<file path="config.mk">
export PLATFORM = sky130hd
export DESIGN_NAME = md_unit
export DESIGN_NICKNAME = d
export VERILOG_FILES = /design/src/rtl/md_pkg.sv /design/src/rtl/md_booth_step.sv /design/src/rtl/md_div_step.sv /design/src/rtl/md_ctrl.sv /design/src/rtl/md_unit.sv
export SDC_FILE = /design/constraint.sdc
export NUM_CORES = 1
export LEC_CHECK = 0
export ABC_AREA = 0
export BUFFER_PORTS_ARGS = -buffer_cell sky130_fd_sc_hd__buf_2
export CORE_ASPECT_RATIO = 1.25
export CORE_MARGIN = 3
export CORE_UTILIZATION = 57
export DETAILED_ROUTE_END_ITERATION = 8
export PLACE_DENSITY_LB_ADDON = 0.25
export REMOVE_ABC_BUFFERS = 1
export SYNTH_ARGS = -nofsm -noshare
export SYNTH_HDL_FRONTEND = slang
export SYNTH_SLANG_ARGS = --single-unit
</file>
<file path="constraint.sdc">
create_clock -name clk_i -period 6.1 [get_ports clk_i]
set_clock_uncertainty 0.15 [all_clocks]
set_input_delay 0.61 -clock clk_i [delete_from_list [all_inputs] [get_ports clk_i]]
set_output_delay 0.61 -clock clk_i [all_outputs]
set_load 0.05 [all_outputs]
</file>
<file path="src/rtl/md_pkg.sv">
package md_pkg;
  typedef enum logic [1:0] {
    MD_MUL_S = 2'b00,
    MD_MUL_U = 2'b01,
    MD_DIV_S = 2'b10,
    MD_DIV_U = 2'b11
  } md_op_e;

  typedef enum logic [1:0] {
    ST_IDLE  = 2'b00,
    ST_SETUP = 2'b01,
    ST_ITER  = 2'b10
  } md_state_e;
endpackage

</file>
<file path="src/rtl/md_booth_step.sv">
module md_booth_step #(
  parameter int W = 32
) (
  input  logic [W+1:0] acc_i,
  input  logic [W-1:0] mq_i,
  input  logic         q1_i,
  input  logic [W:0]   mcand_i,
  output logic [W+1:0] acc_o,
  output logic [W-1:0] mq_o,
  output logic         q1_o
);
  logic [W+1:0] mext;
  logic [W+1:0] sum;

  assign mext = {mcand_i[W], mcand_i};

  always_comb begin
    unique case ({mq_i[0], q1_i})
      2'b10:   sum = acc_i - mext;
      2'b01:   sum = acc_i + mext;
      default: sum = acc_i;
    endcase
  end

  // arithmetic right shift of {acc, mq, q1}
  assign acc_o = {sum[W+1], sum[W+1:1]};
  assign mq_o  = {sum[0], mq_i[W-1:1]};
  assign q1_o  = mq_i[0];
endmodule

</file>
<file path="src/rtl/md_div_step.sv">
module md_div_step #(
  parameter int W = 32
) (
  input  logic [W-1:0] rem_i,
  input  logic [W-1:0] quo_i,
  input  logic [W-1:0] dvsr_i,
  output logic [W-1:0] rem_o,
  output logic [W-1:0] quo_o
);
  logic [W:0]   shifted;
  logic [W+1:0] trial;
  logic         qbit;

  assign shifted = {rem_i, quo_i[W-1]};
  assign trial   = {1'b0, shifted} - {2'b00, dvsr_i};
  assign qbit    = ~trial[W+1];

  // negative trial: keep (restore) the shifted partial remainder
  assign rem_o = qbit ? trial[W-1:0] : shifted[W-1:0];
  assign quo_o = {quo_i[W-2:0], qbit};
endmodule

</file>
<file path="src/rtl/md_ctrl.sv">
module md_ctrl #(
  parameter int W = 32
) (
  input  logic clk_i,
  input  logic rst_ni,
  input  logic start_i,
  output logic busy_o,
  output logic accept_o,
  output logic load_o,
  output logic step_o,
  output logic last_o
);
  import md_pkg::*;

  localparam int CW = $clog2(W);

  md_state_e      state_q;
  logic [CW-1:0]  cnt_q;

  assign busy_o   = (state_q != ST_IDLE);
  assign accept_o = start_i && (state_q == ST_IDLE);
  assign load_o   = (state_q == ST_SETUP);
  assign step_o   = (state_q == ST_ITER);
  assign last_o   = step_o && (cnt_q == CW'(W - 1));

  always_ff @(posedge clk_i or negedge rst_ni) begin
    if (!rst_ni) begin
      state_q <= ST_IDLE;
      cnt_q   <= '0;
    end else begin
      unique case (state_q)
        ST_IDLE:  if (start_i) state_q <= ST_SETUP;
        ST_SETUP: begin
          state_q <= ST_ITER;
          cnt_q   <= '0;
        end
        ST_ITER: begin
          cnt_q <= cnt_q + 1'b1;
          if (last_o) state_q <= ST_IDLE;
        end
        default: state_q <= ST_IDLE;
      endcase
    end
  end

  a_r2_setup_to_iter: assert property (@(posedge clk_i) disable iff (!rst_ni)
    load_o |=> step_o && !last_o);
  a_r3_no_accept_when_busy: assert property (@(posedge clk_i) disable iff (!rst_ni)
    step_o && !last_o |=> busy_o && !load_o);
endmodule

</file>
<file path="src/rtl/md_unit.sv">
module md_unit #(
  parameter int W = 32
) (
  input  logic         clk_i,
  input  logic         rst_ni,
  input  logic         start_i,
  input  logic [1:0]   op_i,
  input  logic [W-1:0] a_i,
  input  logic [W-1:0] b_i,
  output logic         busy_o,
  output logic         done_o,
  output logic [W-1:0] hi_o,
  output logic [W-1:0] lo_o
);
  import md_pkg::*;

  logic accept, load, step, last;

  logic [1:0]   op_q;
  logic [W-1:0] a_q, b_q;
  logic [W+1:0] acc_q;
  logic [W-1:0] mq_q;
  logic         q1_q;
  logic [W:0]   mcand_q;
  logic         corr_q, neg_q_q, neg_r_q;
  logic [W-1:0] hi_q, lo_q;
  logic         done_q;

  logic [W+1:0] b_acc;
  logic [W-1:0] b_mq;
  logic         b_q1;
  logic [W-1:0] d_rem, d_quo;

  logic         is_div, is_uns, a_neg, b_neg;
  logic [W-1:0] a_mag, b_mag;

  assign is_div = op_q[1];
  assign is_uns = op_q[0];
  assign a_neg  = !is_uns && a_q[W-1];
  assign b_neg  = !is_uns && b_q[W-1];
  assign a_mag  = a_neg ? -a_q : a_q;
  assign b_mag  = b_neg ? -b_q : b_q;

  md_ctrl #(.W(W)) i_ctrl (
    .clk_i, .rst_ni, .start_i,
    .busy_o, .accept_o(accept), .load_o(load), .step_o(step), .last_o(last)
  );

  md_booth_step #(.W(W)) i_booth (
    .acc_i(acc_q), .mq_i(mq_q), .q1_i(q1_q), .mcand_i(mcand_q),
    .acc_o(b_acc), .mq_o(b_mq), .q1_o(b_q1)
  );

  md_div_step #(.W(W)) i_div (
    .rem_i(acc_q[W-1:0]), .quo_i(mq_q), .dvsr_i(mcand_q[W-1:0]),
    .rem_o(d_rem), .quo_o(d_quo)
  );

  always_ff @(posedge clk_i or negedge rst_ni) begin
    if (!rst_ni) begin
      op_q    <= '0;
      a_q     <= '0;
      b_q     <= '0;
      acc_q   <= '0;
      mq_q    <= '0;
      q1_q    <= 1'b0;
      mcand_q <= '0;
      corr_q  <= 1'b0;
      neg_q_q <= 1'b0;
      neg_r_q <= 1'b0;
      hi_q    <= '0;
      lo_q    <= '0;
      done_q  <= 1'b0;
    end else begin
      done_q <= last;
      if (accept) begin
        op_q <= op_i;
        a_q  <= a_i;
        b_q  <= b_i;
      end
      if (load) begin
        acc_q <= '0;
        q1_q  <= 1'b0;
        if (is_div) begin
          mq_q    <= a_mag;
          mcand_q <= {1'b0, b_mag};
          neg_q_q <= !is_uns && (a_q[W-1] ^ b_q[W-1]) && (b_q != '0);
          neg_r_q <= a_neg;
          corr_q  <= 1'b0;
        end else begin
          mq_q    <= a_q;
          mcand_q <= {!is_uns && b_q[W-1], b_q};
          // top multiplier bit carries weight +2^(W-1) when unsigned
          corr_q  <= is_uns && a_q[W-1];
          neg_q_q <= 1'b0;
          neg_r_q <= 1'b0;
        end
      end
      if (step) begin
        if (is_div) begin
          acc_q <= {2'b00, d_rem};
          mq_q  <= d_quo;
        end else begin
          acc_q <= b_acc;
          mq_q  <= b_mq;
          q1_q  <= b_q1;
        end
      end
      if (last) begin
        if (is_div) begin
          hi_q <= neg_r_q ? -d_rem : d_rem;
          lo_q <= neg_q_q ? -d_quo : d_quo;
        end else begin
          hi_q <= b_acc[W-1:0] + (corr_q ? mcand_q[W-1:0] : '0);
          lo_q <= b_mq;
        end
      end
    end
  end

  assign done_o = done_q;
  assign hi_o   = hi_q;
  assign lo_o   = lo_q;

  a_r2_done_single: assert property (@(posedge clk_i) disable iff (!rst_ni)
    done_o |=> !done_o);
  a_r2_done_ends_busy: assert property (@(posedge clk_i) disable iff (!rst_ni)
    $fell(busy_o) |-> done_o);
  a_r2_start_taken: assert property (@(posedge clk_i) disable iff (!rst_ni)
    start_i && !busy_o |=> busy_o);
  a_r9_result_hold: assert property (@(posedge clk_i) disable iff (!rst_ni)
    !done_o |-> $stable(hi_o) && $stable(lo_o));
  a_r10_regs_frozen: assert property (@(posedge clk_i) disable iff (!rst_ni)
    busy_o && $past(busy_o) |-> $stable(a_q) && $stable(b_q) && $stable(op_q));
endmodule

</file>
After elaboration in Yosys (flattened, before gate mapping)
Index checks and enable logic that the tools add are counted.
{ "totals": {"mem_count": 0, "elab_cells": 73, "out_inout_bits": 66, "ramBits": 0, "romBits": 0, "latch_bits": 0, "ff_bits": 241, "inputBits": 69} }
{ "op_classes": {"n_mul": 0, "bitwise_logic": 2, "order_cmp": 0, "n_eq_ne": 7, "n_addsub": 9, "muxes": 27, "n_div": 0, "shifts": 0, "n_reduce_logical": 13} }
{ "ops": {"columns": ["cell", "n"], "rows": [
  ["two-way mux 32 bit", 12],
  ["negation 32 bit", 4],
  ["two-way mux 34 bit", 3],
  ["one-hot mux 34 bit (2 select lines)", 1],
  ["adder 34 bit", 1],
  ["subtractor 33 x 32 -> 34 bit", 1],
  ["subtractor 34 bit", 1],
  ["two-way mux 33 bit", 1],
  ["adder 32 bit", 1],
  ["nonzero test 32 bit", 1],
  ["one-hot mux 5 bit (2 select lines)", 1],
  ["logical AND 1 bit", 7],
  ["two-way mux 1 bit", 6],
  ["one-hot mux 2 bit (3 select lines)", 1],
  ["adder 5 x 1 -> 5 bit (second input constant)", 1],
  ["== test 5 bit (second input constant)", 1],
  ["== test 2 x 1 -> 1 bit (second input constant)", 2],
  ["== test 2 bit (second input constant)", 2],
  ["two-way mux 2 bit", 2],
  ["!= test 2 bit (second input constant)", 2],
  ["nonzero test 2 bit", 2],
  ["zero test 2 bit", 1],
  ["AND reduction 2 bit", 1],
  ["zero test 1 bit", 1],
  ["other kinds (2)", 2]
]} }

Longest topological paths before layout
Gate-level depths: netlist of run 1.
{ "depth": {"word_depth": 6, "ltp_mapped": 29, "depth_no_buf": 29} }

Modules after synthesis
Synthesis of run 1 repeated with hierarchy kept, for this count alone.
{ "unflattened": {"hier_cells": 2466, "area_unflattened_um2": 20616.0} }
{ "modules_own_cells": {"columns": ["module", "n_inst", "area_each_um2", "seq_area_each_um2", "cells_per_inst"], "rows": [
  ["md_unit", 1, 14423.8, 5855.6, 1551],
  ["md_booth_step", 1, 3104.2, 0.0, 470],
  ["md_div_step", 1, 2670.1, 0.0, 405],
  ["md_ctrl", 1, 417.9, 175.2, 40]
]} }

Least setup slack after synthesis of run 1
Ideal clock, no wire load.
{ "synth_path": {"kind": "reg2reg", "from": "register mcand_q[5]", "to": "register hi_q[30] (netlist: hi_o[30])", "setup_ns": 0.133, "setup_slack_ns": 0.149, "synth_period_minus_slack_ns": 5.951, "required_time_ns": 5.817, "stages_incl_launch_ff": 28, "path_buffers": 1, "arrival_time_ns": 5.668, "path_cell_list": "dfrtp_1 or4_1 nor4_1 and3_1 and2_1 nor2_1 xnor2_1 ha_1 buf_2 a211oi_1 o21ai_0 nor4_1 nand3_1 and3_1 o21a_1 nor2_1 xor2_1 o21ai_0 ha_1 and3_1 and3_1 a221oi_1 a21oi_1 o41ai_1 nand2b_1 a211oi_1 xor2_1 o211ai_1"} }
{ "synth_between": {"elab_chain_cells": 5, "word_cells_on_any_way": 10, "classes_between": "add/sub: 5; mux: 5"} }
{ "synth_lines": {"columns": ["element", "line_no", "text"], "rows": [
  ["from (decl)", "md_unit.sv:24", "logic [W:0] mcand_q;"],
  ["from (signal assigned)", "md_unit.sv:86", "mcand_q <= {1'b0, b_mag};"],
  ["from (signal assigned)", "md_unit.sv:92", "mcand_q <= {!is_uns && b_q[W-1], b_q};"],
  ["subtractor 33 x 32 -> 34 bit", "md_div_step.sv:15", "assign trial = {1'b0, shifted} - {2'b00, dvsr_i};"],
  ["two-way mux 32 bit", "md_div_step.sv:19", "assign rem_o = qbit ? trial[W-1:0] : shifted[W-1:0];"],
  ["negation 32 bit", "md_unit.sv:111", "hi_q <= neg_r_q ? -d_rem : d_rem;"],
  ["two-way mux 32 bit", "md_unit.sv:111", null],
  ["two-way mux 32 bit (*)", "md_unit.sv:110", "if (is_div) begin"],
  ["to (signal assigned)", "md_unit.sv:111", null],
  ["to (signal assigned)", "md_unit.sv:114", "hi_q <= b_acc[W-1:0] + (corr_q ? mcand_q[W-1:0] : '0);"],
  ["to (decl)", "md_unit.sv:26", "logic [W-1:0] hi_q, lo_q;"]
]} }
Every way passes the cells marked *; elsewhere a longest branch is shown, timed or not.
A chain may end at the register's enable or synchronous reset.

Worst setup path after layout of run 1
{ "layout_path": {"from": "register mcand_q[3]", "to": "register hi_q[29] (netlist: hi_o[29])"} }
The elaborated chain is that of the path after synthesis.

==> results.toml, run 1 <==
[critical_path]
critPathMaxFanout = 5
r2r_start = "mcand_q[3]"
r2r_slack_ps = 80
critPathArrivalTime_ps = 6350
crit_slowest_cell = "or4_4"
r2r-end = "hi_o[29]"
cpPeakStageDelay_ps = 560
r2r_cells = 28
start_kind = "flop"
cp.required_ps = 6430
critPathKind = "flop to flop"
cp-end-kind = "flop"

[clock_network]
cts_root_buffer = "clkbuf_16"
cts_buffer_depth = 3
h-tree-depth = 1
clk_pin_slew_ps = 60
cts_tree = "built"
cts_made_buffers = 27
clk_latency_ps = 570
clock_sinks = 240

[floorplan]
dieHeight_um = 215
start_util = 0.580
boundaryPins = 135
fp-row-count = 76
coreArea_um2 = 34500
die_area_um2 = 37400
dieWidth_um = 174

[placement]
place.gp.congestion = 0.975
dp_hpwl_um = 44900
place_area_um2 = 21800
io_buffers = 134

[yosys]
yosys_warnings = 0
seq_area_frac_synth = 0.300
synth_cell_types = 92
synth_edf_count = 0
synth_seq_cells = 240
syn_inst = 2480
avgSynthCellArea_um2 = 8.07
syn-cell-area_um2 = 20000
synth_ff_type = "dfrtp_1"
synthArstFlopShare = 1.00

[final_layout]
area_growth_pct = 15.4
drive_above_1_share = 0.179
final_cell_area_um2 = 23100
final_net_count = 2830
fillers = 2875
layout_common_cells = "245 x nor2_1, 239 x dfrtp_1, 229 x nand2_1"
final_common_cell = "nor2_1"

[global_routing]
overflow = 0
grt_pass1_wl_um = 96800
antenna_found_initial = 11
grt_usage = 0.312
grt_pass1_vias = 19100
grt_max_degree = 113

[sta]
tightest_slew_ps = 1090
rsz0062_at_grt = "true"
period_needed_ps = 6020
setup_violations = 0
final_hold_viol_count = 0
drv_slew = 0
fmax_ghz = 0.166
finalCritPeriodShare = 0.986
slew_headroom = 0.275

[detailed_routing]
wl_per_cell_um = 19.2
via_per_inst = 6.19
ant_nets = 0
wirelength_um = 60400
drt-initial-drc-count = 1642
dr.pass1.iters = 5
detail_route.drc_violations = 0
vias = 19400

[worst_hold_path]
hold_end = "a_q[24]"
hold_path_depth = 2
worst_hold_startpoint = "a_i[24]"
hold_path_class = "primary input to flop"

[outcome]
status = "completed"

[job]
maxCapViolations = 0
## cell type report
class / count / area [µm²] / share of cell area
clock buffers: 36 / 749 / 0.0325
inverters: 137 / 515 / 0.0223
multi-input cells: 1973 / 13300 / 0.576
flip-flops and latches: 240 / 6010 / 0.260
diodes: 3 / 7.51 / 0.000325
clock inverters: 14 / 194 / 0.00840
well taps: 468 / 586 / 0.0254
repair buffers: 273 / 1730 / 0.0751
## flip-flops by register name, summed over array words and instances (netlist names)
signal          cells
a_q                32
acc_q              33
b_q                32
corr_q              1
done_o              1
hi_o               32
i_ctrl.cnt_q        5
i_ctrl.state_q      2
lo_o               32
mcand_q            33
mq_q               32
neg_q_q             1
neg_r_q             1
op_q                2
q1_q                1
## cells in the mapped netlist (13+ instances only)
| library cell | count | share of area |
|---|---|---|
| a211oi_1 | 18 | 0.0068 |
| a21o_1 | 37 | 0.014 |
| a21oi_1 | 217 | 0.054 |
| a31oi_1 | 26 | 0.0081 |
| and2_1 | 21 | 0.0066 |
| and3_1 | 23 | 0.0072 |
| buf_1 | 17 | 0.0032 |
| clkbuf_1 | 97 | 0.018 |
| dfrtp_1 | 240 | 0.30 |
| ha_1 | 106 | 0.066 |
| inv_1 | 136 | 0.026 |
| mux2_2 | 76 | 0.043 |
| mux2i_1 | 37 | 0.019 |
| nand2_1 | 232 | 0.044 |
| nand2b_1 | 16 | 0.0050 |
| nand3_1 | 36 | 0.0090 |
| nand4_1 | 17 | 0.0053 |
| nor2_1 | 246 | 0.046 |
| nor2b_1 | 16 | 0.0050 |
| nor3_1 | 40 | 0.010 |
| nor4_1 | 20 | 0.0063 |
| o211ai_1 | 70 | 0.026 |
| o21a_1 | 16 | 0.0060 |
| o21ai_0 | 220 | 0.055 |
| o21bai_1 | 13 | 0.0049 |
| o22ai_1 | 36 | 0.011 |
| o31ai_1 | 23 | 0.0086 |
| or3_1 | 15 | 0.0047 |
| xnor2_1 | 151 | 0.066 |
| xor2_1 | 67 | 0.029 |
## metal layers
layer	track usage	vias to the layer above	part of all wire
li1	-	9269	-
met1	0.392	9273	0.40
met2	0.545	717	0.49
met3	0.0491	170	0.075
met4	0.109	18	0.035
met5	0	-	0.0021
## critical path, delay by kind of cell (launching register included)
kind                     cells  cell delay (ps)
flip-flops                   1              380
multiplexers                 1              310
AND/OR/NAND/NOR             10             2000
AO/OA/AOI/OAI               10             1710
adder cells (fa/ha/maj)      2              660
buffers and inverters        3              420
XOR/XNOR                     2              300
## worst max-delay path by stage
stage | start | endpoint | slack, ps | depth (start not counted)
finish | mcand_q[3] | hi_o[29] | 80 | 28
global placement | mcand_q[5] | hi_o[30] | -80 | 28
global route | mcand_q[3] | hi_o[27] | -200 | 26
CTS | mcand_q[5] | hi_o[26] | 20 | 29
detailed placement | mcand_q[5] | hi_o[30] | -260 | 28
floorplan | op_q[1] | mq_q[30] | -410 | 10
## kinds of logic (layout without fill, tap and decap cells)
family	after synthesis	in the layout	synth area share
AOI/OAI and AO/OA	793	793	0.250
and+or+nand+nor	738	738	0.171
buffers and inverters	267	460	0.0521
DFF	240	240	0.300
xor gates and xnor gates	218	218	0.0954
muxes	114	114	0.0618
adders and majority gates	110	110	0.0698
other	0	3	0
## stage by stage
step / utilization / std cells / setup WS [ps] / TNS [ps] / hold WS, ps
finish: 0.669 / 3144 / 83.8 / 0 / 118
CTS: 0.660 / 3133 / 15.8 / 0 / 103
global placement: 0.630 / 3082 / -82.2 / -151 / 304
global route: 0.669 / 3142 / -199 / -970 / 114
floorplan: - / 2350 / -407 / -1910 / 164
detailed placement: 0.630 / 3082 / -263 / -724 / 311
## repair_timing
item                                    in CTS  in global routing
buffers inserted                             0                  8
hold buffers                                 1                  0
pin swaps                                    7                 38
hold endpoints to repair                    14                  0
resized for setup                           15                 59
endpoints found under the setup margin       5                 13
Power of run 1 is not shown: default switching activity piles up to over one toggle a cycle in this logic, so the estimate is an artifact.
==> inputs of run 2 (changes only) <==
--- a/config.mk
+++ b/config.mk
@@ -11,8 +11,8 @@
 export CORE_MARGIN = 3
 export CORE_UTILIZATION = 57
 export DETAILED_ROUTE_END_ITERATION = 8
+export HOLD_SLACK_MARGIN = 0.15
 export PLACE_DENSITY_LB_ADDON = 0.25
-export REMOVE_ABC_BUFFERS = 1
 export SYNTH_ARGS = -nofsm -noshare
 export SYNTH_HDL_FRONTEND = slang
 export SYNTH_SLANG_ARGS = --single-unit
==> run 2 against run 1 <==
  * Count of clock-buffer cells in the layout shrank 4
  * Non-clock buffer count is 115 higher
  * First-iteration DRC count rose by 20%
  * Register-to-register slack improved by 80 ps
  * Final cell count up 3.5%
  * Cell area grew 4.7%
  * Global-route usage grew 6.0 points
  * Critical path depth shrank 3
  * Wire length increased by 19%
  * Die area is the same
  * Worst hold slack improved by 210 ps
==> results.toml, run 2 (same netlist as run 1, synthesis figures left out) <==
[sta]
tightest_slew_ps = 1150
setup_violations = 0
slew_headroom = 0.233
finalCritPeriodShare = 0.974
final_hold_viol_count = 0
drv_slew = 0
fmax_ghz = 0.168
period_needed_ps = 5940
setup_slack_ps = 161

[clock_network]
cts_root_buffer = "clkbuf_16"
cts_made_buffers = 27
clk_pin_slew_ps = 70
cts_tree = "built"
clk_latency_ps = 580
cts_buffer_depth = 3
clock_sinks = 240
h-tree-depth = 1

[critical_path]
critPathKind = "flop to flop"
critPathArrivalTime_ps = 6240
r2r_cells = 25
r2r-end = "hi_o[31]"
r2r_slack_ps = 160
r2r_start = "mcand_q[5]"
cp.required_ps = 6400
critPathMaxFanout = 4
start_kind = "flop"
cp-end-kind = "flop"

[global_routing]
antenna_found_initial = 2
grt_usage = 0.371
grt_pass1_vias = 19800
grt_max_degree = 127
grt_pass1_wl_um = 111000
overflow = 0

[final_layout]
antenna_cells = 0
final_net_count = 2945
multiInputGateArea_um2 = 13300
top_regs = "acc_q (33), mcand_q (33)"
layout_common_cells = "241 x nor2_1, 239 x dfrtp_1, 228 x nand2_1"
seqCellArea_um2 = 6010
fin_util = 0.700
drive_above_1_share = 0.195
fillers = 2768
final_cell_area_um2 = 24200
area_growth_pct = 20.8
final_common_cell = "nor2_1"

[floorplan]
boundaryPins = 135
fp-row-count = 76
dieHeight_um = 215
start_util = 0.580
dieWidth_um = 174
die_area_um2 = 37400
coreArea_um2 = 34500

[placement]
place_area_um2 = 22100
dp_slack_ps = -287
io_buffers = 134
place.gp.congestion = 0.985
dp_hpwl_um = 51800

[detailed_routing]
drt-initial-drc-count = 1967
vias = 20500
wl_per_cell_um = 22.2
ant_nets = 0
dr.pass1.iters = 6
via_per_inst = 6.29
wirelength_um = 72100
detail_route.drc_violations = 0

[worst_hold_path]
hold_path_class = "flop to flop"
worst_hold_startpoint = "hi_o[4]"
hold_path_depth = 2
hold_end = "hi_o[4]"

[yosys]
syn-num-nets = 2658

[job]
maxCapViolations = 0

[outcome]
status = "completed"
-- run 2: worst max-delay path, cell delays in order, from the launching register on --
cell and delay, ps:
dfrtp_1 380, or4_4 540, nor4_2 150, buf_4 160, and2_4 140, a31oi_1 90, xnor2_1 280, ha_1 320
buf_6 140, a21o_1 180, buf_4 150, a221oi_4 280, o21bai_2 120, buf_4 160, nand3b_1 250, o21ai_2 210
buf_4 140, a21oi_1 80, buf_4 150, o221ai_1 270, mux2_2 380, nor4b_2 340, buf_4 190, mux2_2 330
o21ai_1 130, o211ai_1 90
-- run 2: stage by stage --
step                      instances  hold slack, ps  TNS, ps
after floorplan                2480             164        0
after global placement         3126             309     -555
after detailed placement       3126             317     -882
after CTS                      3242             331    -92.4
after global routing           3255             364     -202
final                          3255             329        0
-- run 2: layer usage --
metal,wire (µm),share of wire,up-vias,GRT usage
met1,27900,0.39,9853,0.458
met2,34700,0.48,910,0.627
li1,-,-,9488,-
met5,27,0.00037,-,0
met4,4790,0.066,4,0.212
met3,4730,0.066,235,0.0491
-- run 2: how the worst max path moves through the flow --
stage	startpoint	end	slack [ps]	depth (start not counted)
final	mcand_q[5]	hi_o[31]	160	25
after global routing	mcand_q[5]	hi_o[30]	-60	28
after CTS	mcand_q[5]	hi_o[30]	-40	28
after detailed placement	mcand_q[5]	hi_o[30]	-290	28
after global placement	mcand_q[5]	hi_o[30]	-160	28
after floorplan	mcand_q[5]	hi_o[30]	150	27
-- run 2: area by class of cell --
| type | count | area share |
|---|---|---|
| inverter | 137 | 0.0213 |
| timing repair buffer | 388 | 0.116 |
| sequential | 240 | 0.249 |
| multi-input combinational | 1973 | 0.552 |
| tap | 468 | 0.0242 |
| clock inverter | 17 | 0.00802 |
| clock buffer | 32 | 0.0304 |
-- run 2: timing repair --
item,CTS,global route
pin swaps,2,40
buffers inserted,0,13
setup endpoints to repair,5,14
resized for setup,14,82
hold buffers,67,0
hold endpoints to repair,180,0
Power of run 2 is left out for the same reason.
